File: src/rtl/cfg_port_pkg.sv
package cfg_port_pkg;
  localparam int DW         = 8;
  localparam int IDX_W      = 8;
  localparam int NUM_CFG    = 6;
  localparam int IRQ_LINE_W = 3;
  localparam int DMA_W      = 3;
  localparam int BURST_W    = 2;
  localparam int BASE_W     = 16;

  typedef enum logic [1:0] {
    PORT_CTL  = 2'd0,
    PORT_IDX  = 2'd1,
    PORT_DATA = 2'd2,
    PORT_NONE = 2'd3
  } port_sel_e;

  localparam int CTL_CLK  = 0;
  localparam int CTL_SRST = 1;
  localparam int CTL_MODE = 2;
  localparam int CTL_W    = 3;

  localparam int IX_BR_IRQ  = 0;
  localparam int IX_BR_CTL  = 1;
  localparam int IX_DMA     = 2;
  localparam int IX_SER_IRQ = 3;
  localparam int IX_SER_CTL = 4;
  localparam int IX_TIMER   = 5;

  typedef struct packed {
    logic [IRQ_LINE_W-1:0] line;
    logic                  pulse;
    logic                  low;
  } irq_cfg_t;

  function automatic logic [DW-1:0] cfg_mask(input int idx);
    case (idx)
      IX_BR_IRQ, IX_SER_IRQ: return DW'((1 << (IRQ_LINE_W + 2)) - 1);
      IX_BR_CTL:             return DW'(1);
      IX_DMA:                return DW'((1 << (DMA_W + BURST_W)) - 1);
      IX_SER_CTL:            return DW'(7);
      IX_TIMER:              return {DW{1'b1}};
      default:               return '0;
    endcase
  endfunction
endpackage

File: src/rtl/cfg_slave_ctl.sv
module cfg_slave_ctl
  import cfg_port_pkg::*;
(
  input  logic          clk_i,
  input  logic          rst_ni,
  input  logic          wr_i,
  input  logic [DW-1:0] wdata_i,
  output logic [DW-1:0] ctl_o,
  output logic          srst_o,
  output logic          mode_o,
  output logic          clk_stop_o
);
  logic [CTL_W-1:0] ctl_q;
  logic             stop_q;

  always_ff @(posedge clk_i or negedge rst_ni) begin
    if (!rst_ni) begin
      ctl_q  <= '0;
      stop_q <= 1'b0;
    end else begin
      if (wr_i) ctl_q <= wdata_i[CTL_W-1:0];
      // clock gating may only change under soft reset
      if (ctl_q[CTL_SRST]) stop_q <= ctl_q[CTL_CLK];
    end
  end

  logic unused_wdata;
  assign unused_wdata = ^wdata_i[DW-1:CTL_W];

  assign ctl_o      = {{(DW-CTL_W){1'b0}}, ctl_q};
  assign srst_o     = ctl_q[CTL_SRST];
  assign mode_o     = ctl_q[CTL_MODE];
  assign clk_stop_o = stop_q;

  a_r9_stop_frozen: assert property (@(posedge clk_i) disable iff (!rst_ni)
    !srst_o |=> $stable(clk_stop_o));
  a_r2_ctl_store: assert property (@(posedge clk_i) disable iff (!rst_ni)
    wr_i |=> ctl_o == ($past(wdata_i) & DW'((1 << CTL_W) - 1)));
endmodule

File: src/rtl/cfg_bank.sv
module cfg_bank
  import cfg_port_pkg::*;
#(
  parameter int N_REG = NUM_CFG,
  parameter int W     = DW,
  parameter int IW    = IDX_W
) (
  input  logic                    clk_i,
  input  logic                    rst_ni,
  input  logic                    srst_i,
  input  logic                    mode_i,
  input  logic                    idx_wr_i,
  input  logic                    data_wr_i,
  input  logic [W-1:0]            wdata_i,
  output logic [IW-1:0]           idx_o,
  output logic [N_REG-1:0][W-1:0] bytes_o,
  output logic [W-1:0]            data_rd_o
);
  localparam int SEL_W = (N_REG > 1) ? $clog2(N_REG) : 1;

  logic [IW-1:0]           idx_q;
  logic [N_REG-1:0][W-1:0] byte_q;
  logic                    idx_ok;

  always_ff @(posedge clk_i or negedge rst_ni) begin
    if (!rst_ni)       idx_q <= '0;
    else if (idx_wr_i) idx_q <= wdata_i[IW-1:0];
  end

  assign idx_ok = idx_q < IW'(N_REG);

  for (genvar g = 0; g < N_REG; g++) begin : g_reg
    logic hit;
    assign hit = data_wr_i && mode_i && (idx_q == IW'(g));

    always_ff @(posedge clk_i or negedge rst_ni) begin
      if (!rst_ni)     byte_q[g] <= '0;
      else if (srst_i) byte_q[g] <= '0;
      else if (hit)    byte_q[g] <= wdata_i & cfg_mask(g);
    end

    a_r7_reserved_zero: assert property (@(posedge clk_i) disable iff (!rst_ni)
      (byte_q[g] & ~cfg_mask(g)) == '0);
  end

  always_comb begin
    data_rd_o = '0;
    if (!mode_i)     data_rd_o = {W{1'b1}};
    else if (idx_ok) data_rd_o = byte_q[idx_q[SEL_W-1:0]];
  end

  assign idx_o   = idx_q;
  assign bytes_o = byte_q;

  a_r3_index_store: assert property (@(posedge clk_i) disable iff (!rst_ni)
    idx_wr_i |=> idx_o == $past(wdata_i[IW-1:0]));
  a_r5_closed_write: assert property (@(posedge clk_i) disable iff (!rst_ni)
    (data_wr_i && !mode_i && !srst_i) |=> $stable(bytes_o));
  a_r6_out_of_range: assert property (@(posedge clk_i) disable iff (!rst_ni)
    (data_wr_i && !idx_ok && !srst_i && !idx_wr_i) |=> $stable(bytes_o));
endmodule

File: src/rtl/cfg_decode.sv
module cfg_decode
  import cfg_port_pkg::*;
(
  input  logic [NUM_CFG-1:0][DW-1:0] bytes_i,
  output irq_cfg_t                   br_irq_o,
  output logic                       br_en_o,
  output logic [DMA_W-1:0]           dma_chan_o,
  output logic [BURST_W-1:0]         dma_burst_o,
  output irq_cfg_t                   ser_irq_o,
  output logic                       ser_en_o,
  output logic [BASE_W-1:0]          ser_base_o,
  output logic [DW-1:0]              timer_load_o
);
  localparam int IRQ_W = IRQ_LINE_W + 2;
  logic [1:0] base_sel;

  assign br_irq_o     = irq_cfg_t'(bytes_i[IX_BR_IRQ][IRQ_W-1:0]);
  assign ser_irq_o    = irq_cfg_t'(bytes_i[IX_SER_IRQ][IRQ_W-1:0]);
  assign br_en_o      = bytes_i[IX_BR_CTL][0];
  assign dma_chan_o   = bytes_i[IX_DMA][DMA_W-1:0];
  assign dma_burst_o  = bytes_i[IX_DMA][DMA_W+BURST_W-1:DMA_W];
  assign ser_en_o     = bytes_i[IX_SER_CTL][0];
  assign base_sel     = bytes_i[IX_SER_CTL][2:1];
  assign timer_load_o = bytes_i[IX_TIMER];

  always_comb begin
    case (base_sel)
      2'd0:    ser_base_o = BASE_W'(16'h03F8);
      2'd1:    ser_base_o = BASE_W'(16'h02F8);
      2'd2:    ser_base_o = BASE_W'(16'h03E8);
      default: ser_base_o = BASE_W'(16'h02E8);
    endcase
  end

  logic unused_bits;
  assign unused_bits = ^{bytes_i[IX_BR_IRQ][DW-1:IRQ_W], bytes_i[IX_SER_IRQ][DW-1:IRQ_W],
                         bytes_i[IX_BR_CTL][DW-1:1], bytes_i[IX_DMA][DW-1:DMA_W+BURST_W],
                         bytes_i[IX_SER_CTL][DW-1:3]};
endmodule

File: src/rtl/cfg_port.sv
module cfg_port
  import cfg_port_pkg::*;
(
  input  logic        clk_i,
  input  logic        rst_ni,
  input  logic        wr_en_i,
  input  logic [1:0]  port_i,
  input  logic [7:0]  wdata_i,
  output logic [7:0]  rdata_o,
  output logic        clk_stop_o,
  output logic        core_rst_o,
  output logic        br_irq_low_o,
  output logic        br_irq_pulse_o,
  output logic [2:0]  br_irq_line_o,
  output logic        br_en_o,
  output logic [2:0]  dma_chan_o,
  output logic [1:0]  dma_burst_o,
  output logic        ser_irq_low_o,
  output logic        ser_irq_pulse_o,
  output logic [2:0]  ser_irq_line_o,
  output logic        ser_en_o,
  output logic [15:0] ser_base_o,
  output logic [7:0]  timer_load_o
);
  port_sel_e                  sel;
  logic [DW-1:0]              ctl, data_rd;
  logic [IDX_W-1:0]           idx;
  logic                       srst, mode;
  logic [NUM_CFG-1:0][DW-1:0] cfg_bytes;
  irq_cfg_t                   br_irq, ser_irq;

  assign sel = port_sel_e'(port_i);

  cfg_slave_ctl i_ctl (
    .clk_i      (clk_i),
    .rst_ni     (rst_ni),
    .wr_i       (wr_en_i && sel == PORT_CTL),
    .wdata_i    (wdata_i),
    .ctl_o      (ctl),
    .srst_o     (srst),
    .mode_o     (mode),
    .clk_stop_o (clk_stop_o)
  );

  cfg_bank i_bank (
    .clk_i     (clk_i),
    .rst_ni    (rst_ni),
    .srst_i    (srst),
    .mode_i    (mode),
    .idx_wr_i  (wr_en_i && sel == PORT_IDX),
    .data_wr_i (wr_en_i && sel == PORT_DATA),
    .wdata_i   (wdata_i),
    .idx_o     (idx),
    .bytes_o   (cfg_bytes),
    .data_rd_o (data_rd)
  );

  cfg_decode i_dec (
    .bytes_i      (cfg_bytes),
    .br_irq_o     (br_irq),
    .br_en_o      (br_en_o),
    .dma_chan_o   (dma_chan_o),
    .dma_burst_o  (dma_burst_o),
    .ser_irq_o    (ser_irq),
    .ser_en_o     (ser_en_o),
    .ser_base_o   (ser_base_o),
    .timer_load_o (timer_load_o)
  );

  always_comb begin
    case (sel)
      PORT_CTL:  rdata_o = ctl;
      PORT_IDX:  rdata_o = idx;
      PORT_DATA: rdata_o = data_rd;
      default:   rdata_o = '0;
    endcase
  end

  assign core_rst_o      = srst;
  assign br_irq_low_o    = br_irq.low;
  assign br_irq_pulse_o  = br_irq.pulse;
  assign br_irq_line_o   = br_irq.line;
  assign ser_irq_low_o   = ser_irq.low;
  assign ser_irq_pulse_o = ser_irq.pulse;
  assign ser_irq_line_o  = ser_irq.line;

  a_r8_bank_held: assert property (@(posedge clk_i) disable iff (!rst_ni)
    core_rst_o |=> (timer_load_o == '0 && ser_base_o == 16'h03F8 && !br_en_o && !ser_en_o));
  a_r11_base_legal: assert property (@(posedge clk_i) disable iff (!rst_ni)
    ser_base_o inside {16'h03F8, 16'h02F8, 16'h03E8, 16'h02E8});
  a_r2_reserved_ctl: assert property (@(posedge clk_i) disable iff (!rst_ni)
    (sel == PORT_CTL) |-> rdata_o[7:3] == '0);
endmodule

File: config.mk
export PLATFORM = sky130hd
export DESIGN_NAME = cfg_port
export DESIGN_NICKNAME = d
export VERILOG_FILES = /design/src/rtl/cfg_port_pkg.sv /design/src/rtl/cfg_slave_ctl.sv /design/src/rtl/cfg_bank.sv /design/src/rtl/cfg_decode.sv /design/src/rtl/cfg_port.sv
export SDC_FILE = /design/constraint.sdc
export NUM_CORES = 1
export LEC_CHECK = 0
export BUFFER_PORTS_ARGS = -buffer_cell sky130_fd_sc_hd__buf_2
export CAP_MARGIN = 5
export CORE_MARGIN = 5
export CORE_UTILIZATION = 40
export CTS_CLUSTER_DIAMETER = 60
export DETAILED_ROUTE_END_ITERATION = 16
export HOLD_SLACK_MARGIN = 0.05
export PLACE_DENSITY_LB_ADDON = 0.2
export SKIP_CTS_REPAIR_TIMING = 1
export SLEW_MARGIN = 20
export SYNTH_ARGS = -nofsm -noshare
export SYNTH_HDL_FRONTEND = slang
export SYNTH_SLANG_ARGS = --single-unit
File: constraint.sdc
create_clock -name clk_i -period 2.1 [get_ports clk_i]
set_clock_uncertainty 0.15 [all_clocks]
set_input_delay 0.42 -clock clk_i [delete_from_list [all_inputs] [get_ports clk_i]]
set_output_delay 0.42 -clock clk_i [all_outputs]
set_load 0.01 [all_outputs]
Yosys cells after proc, flatten, opt, wreduce, memory -nomap -nowiden
Index checks and enable logic that the tools add are counted.
{"block": "op_classes", "order_cmp": 2, "n_eq_ne": 9, "mux": 18, "n_reduce_logical": 19}
{"operator": "two-way mux 8 bit", "count": 15}
{"operator": "one-hot mux 9 bit (3 select lines)", "count": 1}
{"operator": "binary-select mux 8 bit (select 3 bit)", "count": 1}
{"operator": "one-hot mux 8 bit (3 select lines)", "count": 1}
{"operator": "equality test 8 x 2 -> 1 bit (second input constant)", "count": 2}
{"operator": "equality test 8 x 3 -> 1 bit (second input constant)", "count": 2}
{"operator": "nonzero test 2 bit", "count": 6}
{"operator": "logical AND 1 bit", "count": 10}
{"operator": "equality test 8 x 1 -> 1 bit (second input constant)", "count": 1}
{"operator": "logical NOT 8 bit", "count": 1}
{"operator": "less-than comparator 8 x 3 -> 1 bit (second input constant)", "count": 1}
{"operator": "equality test 2 x 1 -> 1 bit (second input constant)", "count": 2}
{"operator": "equality test 2 bit (second input constant)", "count": 2}
{"operator": "logical NOT 2 bit", "count": 2}
{"operator": "less-than comparator 3 x 4 -> 1 bit (second input constant)", "count": 1}
{"block": "totals", "register_bits": 60, "input_bits": 13, "output_inout_bits": 51, "wordCells": 57}

Depth between registers and ports, before layout
{"block": "depth", "ltp_word": 6, "mapped_depth": 6, "ltp_nobuf": 4}

Cells and area by module
From an unflattened synthesis, not the netlist that was laid out.
{"block": "unflattened", "cells_unflattened": 271, "hier_area_um2": 2786.4}
{"module": "cfg_bank", "n_inst": 1, "cells_each": 189, "area_per_inst_um2": 2077.0}
{"module": "cfg_decode", "n_inst": 1, "cells_each": 43, "area_per_inst_um2": 307.8}
{"module": "cfg_slave_ctl", "n_inst": 1, "cells_each": 16, "area_per_inst_um2": 201.4}
{"module": "cfg_port", "n_inst": 1, "cells_each": 23, "area_per_inst_um2": 200.2}

Worst setup path before layout
OpenSTA, ideal clock, no wires.
{"block": "synth_timing", "path_kind": "reg-to-output", "start": "register i_bank.idx_q[0], in the netlist i_bank.idx_o[0]", "end": "output port rdata_o[0]", "t_arrival_ns": 1.679, "required_ns": 1.530, "slack_ns": -0.149, "stages_incl_launch_ff": 6, "n_path_buf": 1, "path_cell_list": "dfrtp_1 > clkbuf_1 > mux4_2 > a22oi_1 > o311ai_0 > a22o_1"}
{"block": "synth_between", "elab_chain_len": 5, "word_cells_on_any_way": 6, "cone_classes": "order compare (1); mux (5)"}
{"item": "start, declared", "line_no": "cfg_bank.sv:21", "text": "logic [IW-1:0] idx_q;"}
{"item": "start signal, assigned", "line_no": "cfg_bank.sv:27", "text": "else if (idx_wr_i) idx_q <= wdata_i[IW-1:0];"}
{"item": "parallel branches: the longest is 4 deep, another holds less-than comparator 8 x 3 -> 1 bit"}
{"item": "one-hot mux 8 bit (3 select lines) *", "line_no": "cfg_port.sv:71", "text": "case (sel)"}
{"item": "end, declared", "line_no": "cfg_port.sv:9", "text": "output logic [7:0] rdata_o,"}
Mark *: on every way between the ends. The select of a mux whose other input is x is not followed.

Worst setup path in the final report
{"block": "layout_timing", "start": "register i_bank.idx_q[6], in the netlist i_bank.idx_o[6]", "end": "output port rdata_o[5]"}
{"block": "layout_between", "elab_chain_len": 4}
{"item": "less-than comparator 8 x 3 -> 1 bit", "line_no": "cfg_bank.sv:30", "text": "assign idx_ok = idx_q < IW'(N_REG);"}
{"item": "two-way mux 8 bit", "line_no": "cfg_bank.sv:49", "text": "else if (idx_ok) data_rd_o = byte_q[idx_q[SEL_W-1:0]];"}
{"item": "two-way mux 8 bit", "line_no": "cfg_bank.sv:48", "text": "if (!mode_i) data_rd_o = {W{1'b1}};"}
{"item": "one-hot mux 8 bit (3 select lines)", "line_no": "cfg_port.sv:71"}
No other way between the ends.

==> out/metrics.cfg <==
[outcome]
status = finished, violations left
violations = negative setup slack

[timing]
drv_slew = 0
hold_violations = 0
layout_setup_ws_ns = -0.369
setup_viol = 16
finalCritPeriodShare_pct = 118
worstMarginPinSlew_ns = 0.613
fmax_ghz = 0.405
post-route-min-period_ns = 2.47
grt_setup_unrepaired = yes
hold_ws_ns = 0.0402
relSlewSlack_pct = 59.1
tns_ns = -2.92

[logic_synthesis]
ys_seq_elements = 39
syn_area_mm2 = 0.00233
synth_area_per_cell_um2 = 10.7
yosysWarnings = 0
synthCells = 219
netlist-cell-type-count = 33
ys_seq_area_share_pct = 41.8

[layout]
fill_cells = 559
nets = 289
stdcell_count = 349
final_core_util_pct = 51.1
insertedDiodeCount = 0
layout-drive-gt1-share_pct = 43.0
syn2layout_area_growth_pct = 22.0

[clock_tree]
clock_latency_ns = 0.28
clk_pin_slew_ns = 0.08
htree_levels = 2
cts_sinks = 39
tritoncts = yes
cts_root_buf = clkbuf_8
cts_buffers = 5
cts_buffer_depth = 2

[global_routing]
grt_usage_pct = 14.7
grt_pass1_vias = 1751
grt_start_max_net_pins = 40
grt_overflow_total = 0
grt_pass1_wl_mm = 8.69
antenna_found_initial = 0

[routing]
dr_total_vias = 1733
drcViolationCount = 0
drt-initial-drc-count = 99
dr.pass1.iters = 4
ant_nets = 0
dr_wl_met3_um = 282
routed.top_layer = met4
wl_mm = 5.46
avgViaCountPerCell = 4.97
routedWlPerCell_um = 15.7
wl_met2_mm = 2.55
m1WireLength_mm = 2.62

[placement]
pre_cts_ws_ns = -0.0626
port_buffers = 49
dp_hpwl_mm = 4.07
gp_congestion = 0.783
dp.cells = 341

[floorplan]
core_mm2 = 0.00557
die_h_um = 86.4
dieArea_mm2 = 0.00746
std_cell_rows = 27
initial_utilization_pct = 41.9
ios = 64
die_w_um = 86.4

[setup_path]
end_kind = output pin
worstReg2RegStart = i_bank.idx_o[6]
critPathKind = reg -> out
cp.required_ns = 1.53
crit_chain = or4_4, buf_6, nor4_4, a221o_1, buf_2
r2r_cells = 7
rrSetupSlack_ns = -0.05
critical_path.max_fanout = 5
crit_family = simple AND/OR/NAND/NOR gates
critPathArrivalTime_ns = 1.90
critPathMaxStageDelay_ns = 0.58
cp_slowest_cell = or4_4
crit_path_start_kind = flip-flop
critical_path_buf_inv_count = 2
worstReg2RegEnd = i_bank.bytes_o[44]

[pwr]
powerDensity_mw_per_mm2 = 645
ir_drop_v = 0.000456
power.leakage_nw = 1.45

[hold_path]
hold_class = in -> async

[job]
drv_cap = 0

==> power breakdown <==
| part | internal (mW) | switching [mW] |
|---|---|---|
| logic | 0.240 | 0.245 |
| registers | 0.798 | 0.0562 |
| clock network | 0.232 | 0.266 |
| total | 1.27 | 0.567 |
==> flip-flops by register name (all words and copies together), names as in the netlist <==
name and cells:
i_bank.idx_o 8, i_bank.bytes_o 27, i_ctl.clk_stop_o 1, i_ctl.ctl_q 3
==> routing by layer <==
layer	track usage (%)	vias to the layer above
met2	23.5	42
met4	2.55	0
met3	3.42	2
met1	20.7	854
met5	0	-
li1	-	835
==> synth_stat cells <==
library cell | n | area, um2
o2111ai_1 | 1 | 8.76
o211ai_1 | 1 | 7.51
a31oi_1 | 2 | 12.5
o21ai_0 | 4 | 20.0
buf_1 | 1 | 3.75
a22o_1 | 1 | 8.76
buf_6 | 1 | 11.3
nand2b_1 | 25 | 156
nor2_1 | 14 | 52.6
a211oi_1 | 1 | 7.51
nor4_4 | 1 | 21.3
nor4_1 | 1 | 6.26
nand2_1 | 7 | 26.3
or4_4 | 1 | 11.3
nand4b_1 | 1 | 8.76
a221o_1 | 6 | 60.1
a22oi_1 | 3 | 22.5
conb_1 | 2 | 7.51
nor4b_1 | 2 | 17.5
nor3b_1 | 1 | 7.51
nor2b_1 | 4 | 25.0
nand3b_1 | 1 | 7.51
buf_4 | 33 | 248
dfrtp_1 | 39 | 976
o311ai_0 | 2 | 17.5
nor4_2 | 1 | 12.5
clkbuf_1 | 9 | 33.8
mux4_2 | 1 | 22.5
nand3_1 | 2 | 10.0
mux2_2 | 17 | 191
inv_1 | 3 | 11.3
mux2i_1 | 29 | 290
nor3_1 | 2 | 10.0
==> worst reg2reg max path, cell delays in order, from the launching register on <==
cell and delay [ns]:
dfrtp_1 0.38, or4_4 0.58, buf_6 0.16, buf_6 0.11, nor4_4 0.20, buf_6 0.20
mux2i_1 0.20, nor2_1 0.05
==> cells in the final DEF, fill, tap and decap left out, types with 2 or more instances in the layout <==
| cell type | Yosys | layout |
|---|---|---|
| nand3_1 | 2 | 2 |
| inv_1 | 3 | 3 |
| o311ai_1 | 0 | 2 |
| buf_4 | 33 | 25 |
| mux2_2 | 17 | 17 |
| nor4_4 | 1 | 3 |
| conb_1 | 2 | 14 |
| nand2b_1 | 25 | 25 |
| a31oi_1 | 2 | 2 |
| a221o_1 | 6 | 6 |
| nand2_1 | 7 | 4 |
| nor2_1 | 14 | 14 |
| mux2i_1 | 29 | 26 |
| clkbuf_8 | 0 | 5 |
| nand2_2 | 0 | 3 |
| a22oi_1 | 3 | 3 |
| dfrtp_1 | 39 | 39 |
| buf_2 | 0 | 49 |
| nor4b_1 | 2 | 2 |
| nor2b_1 | 4 | 4 |
| buf_6 | 1 | 7 |
| o21ai_0 | 4 | 3 |
| mux2i_2 | 0 | 3 |
==> final cells by class <==
cell class              count  area, um2  share of cell area (%)
clock buffers               6       72.6                    2.55
inverters                   3       11.3                   0.395
multi-input cells         145       1150                    40.5
flip-flops and latches     39        976                    34.3
well taps                  72       90.1                    3.16
repair buffers             82        532                    18.7
clock inverters             2       12.5                   0.439
==> kinds of logic after synthesis <==
kind of cell | synth area share [%]
and+or+nand+nor | 16.0
muxes | 21.6
buffers and inverters | 13.2
DFF | 41.8
AOI/OAI and AO/OA | 7.08
other | 0.322
==> worst max-delay path by stage <==
stage               depth (start not counted)            start  slack (ns)                 end
floorplan                                   4  i_bank.idx_o[6]       -0.04          rdata_o[0]
global placement                            4  i_bank.idx_o[6]       -0.06          rdata_o[0]
detailed placement                          7  i_bank.idx_o[6]       -0.06  i_bank.bytes_o[43]
CTS                                         6  i_bank.idx_o[0]       -0.38          rdata_o[1]
global route                                5  i_bank.idx_o[6]       -0.45          rdata_o[6]
finish                                      5  i_bank.idx_o[6]       -0.37          rdata_o[5]
==> metrics by stage <==
stage | power [mW] | area [um2]
after floorplan | 1.14 | 2390
after global placement | 1.31 | 2680
after detailed placement | 1.32 | 2680
after CTS | 1.82 | 2770
after global routing | 1.95 | 2850
final | 1.84 | 2850
Note: power is estimated with default switching activity, not from simulation.
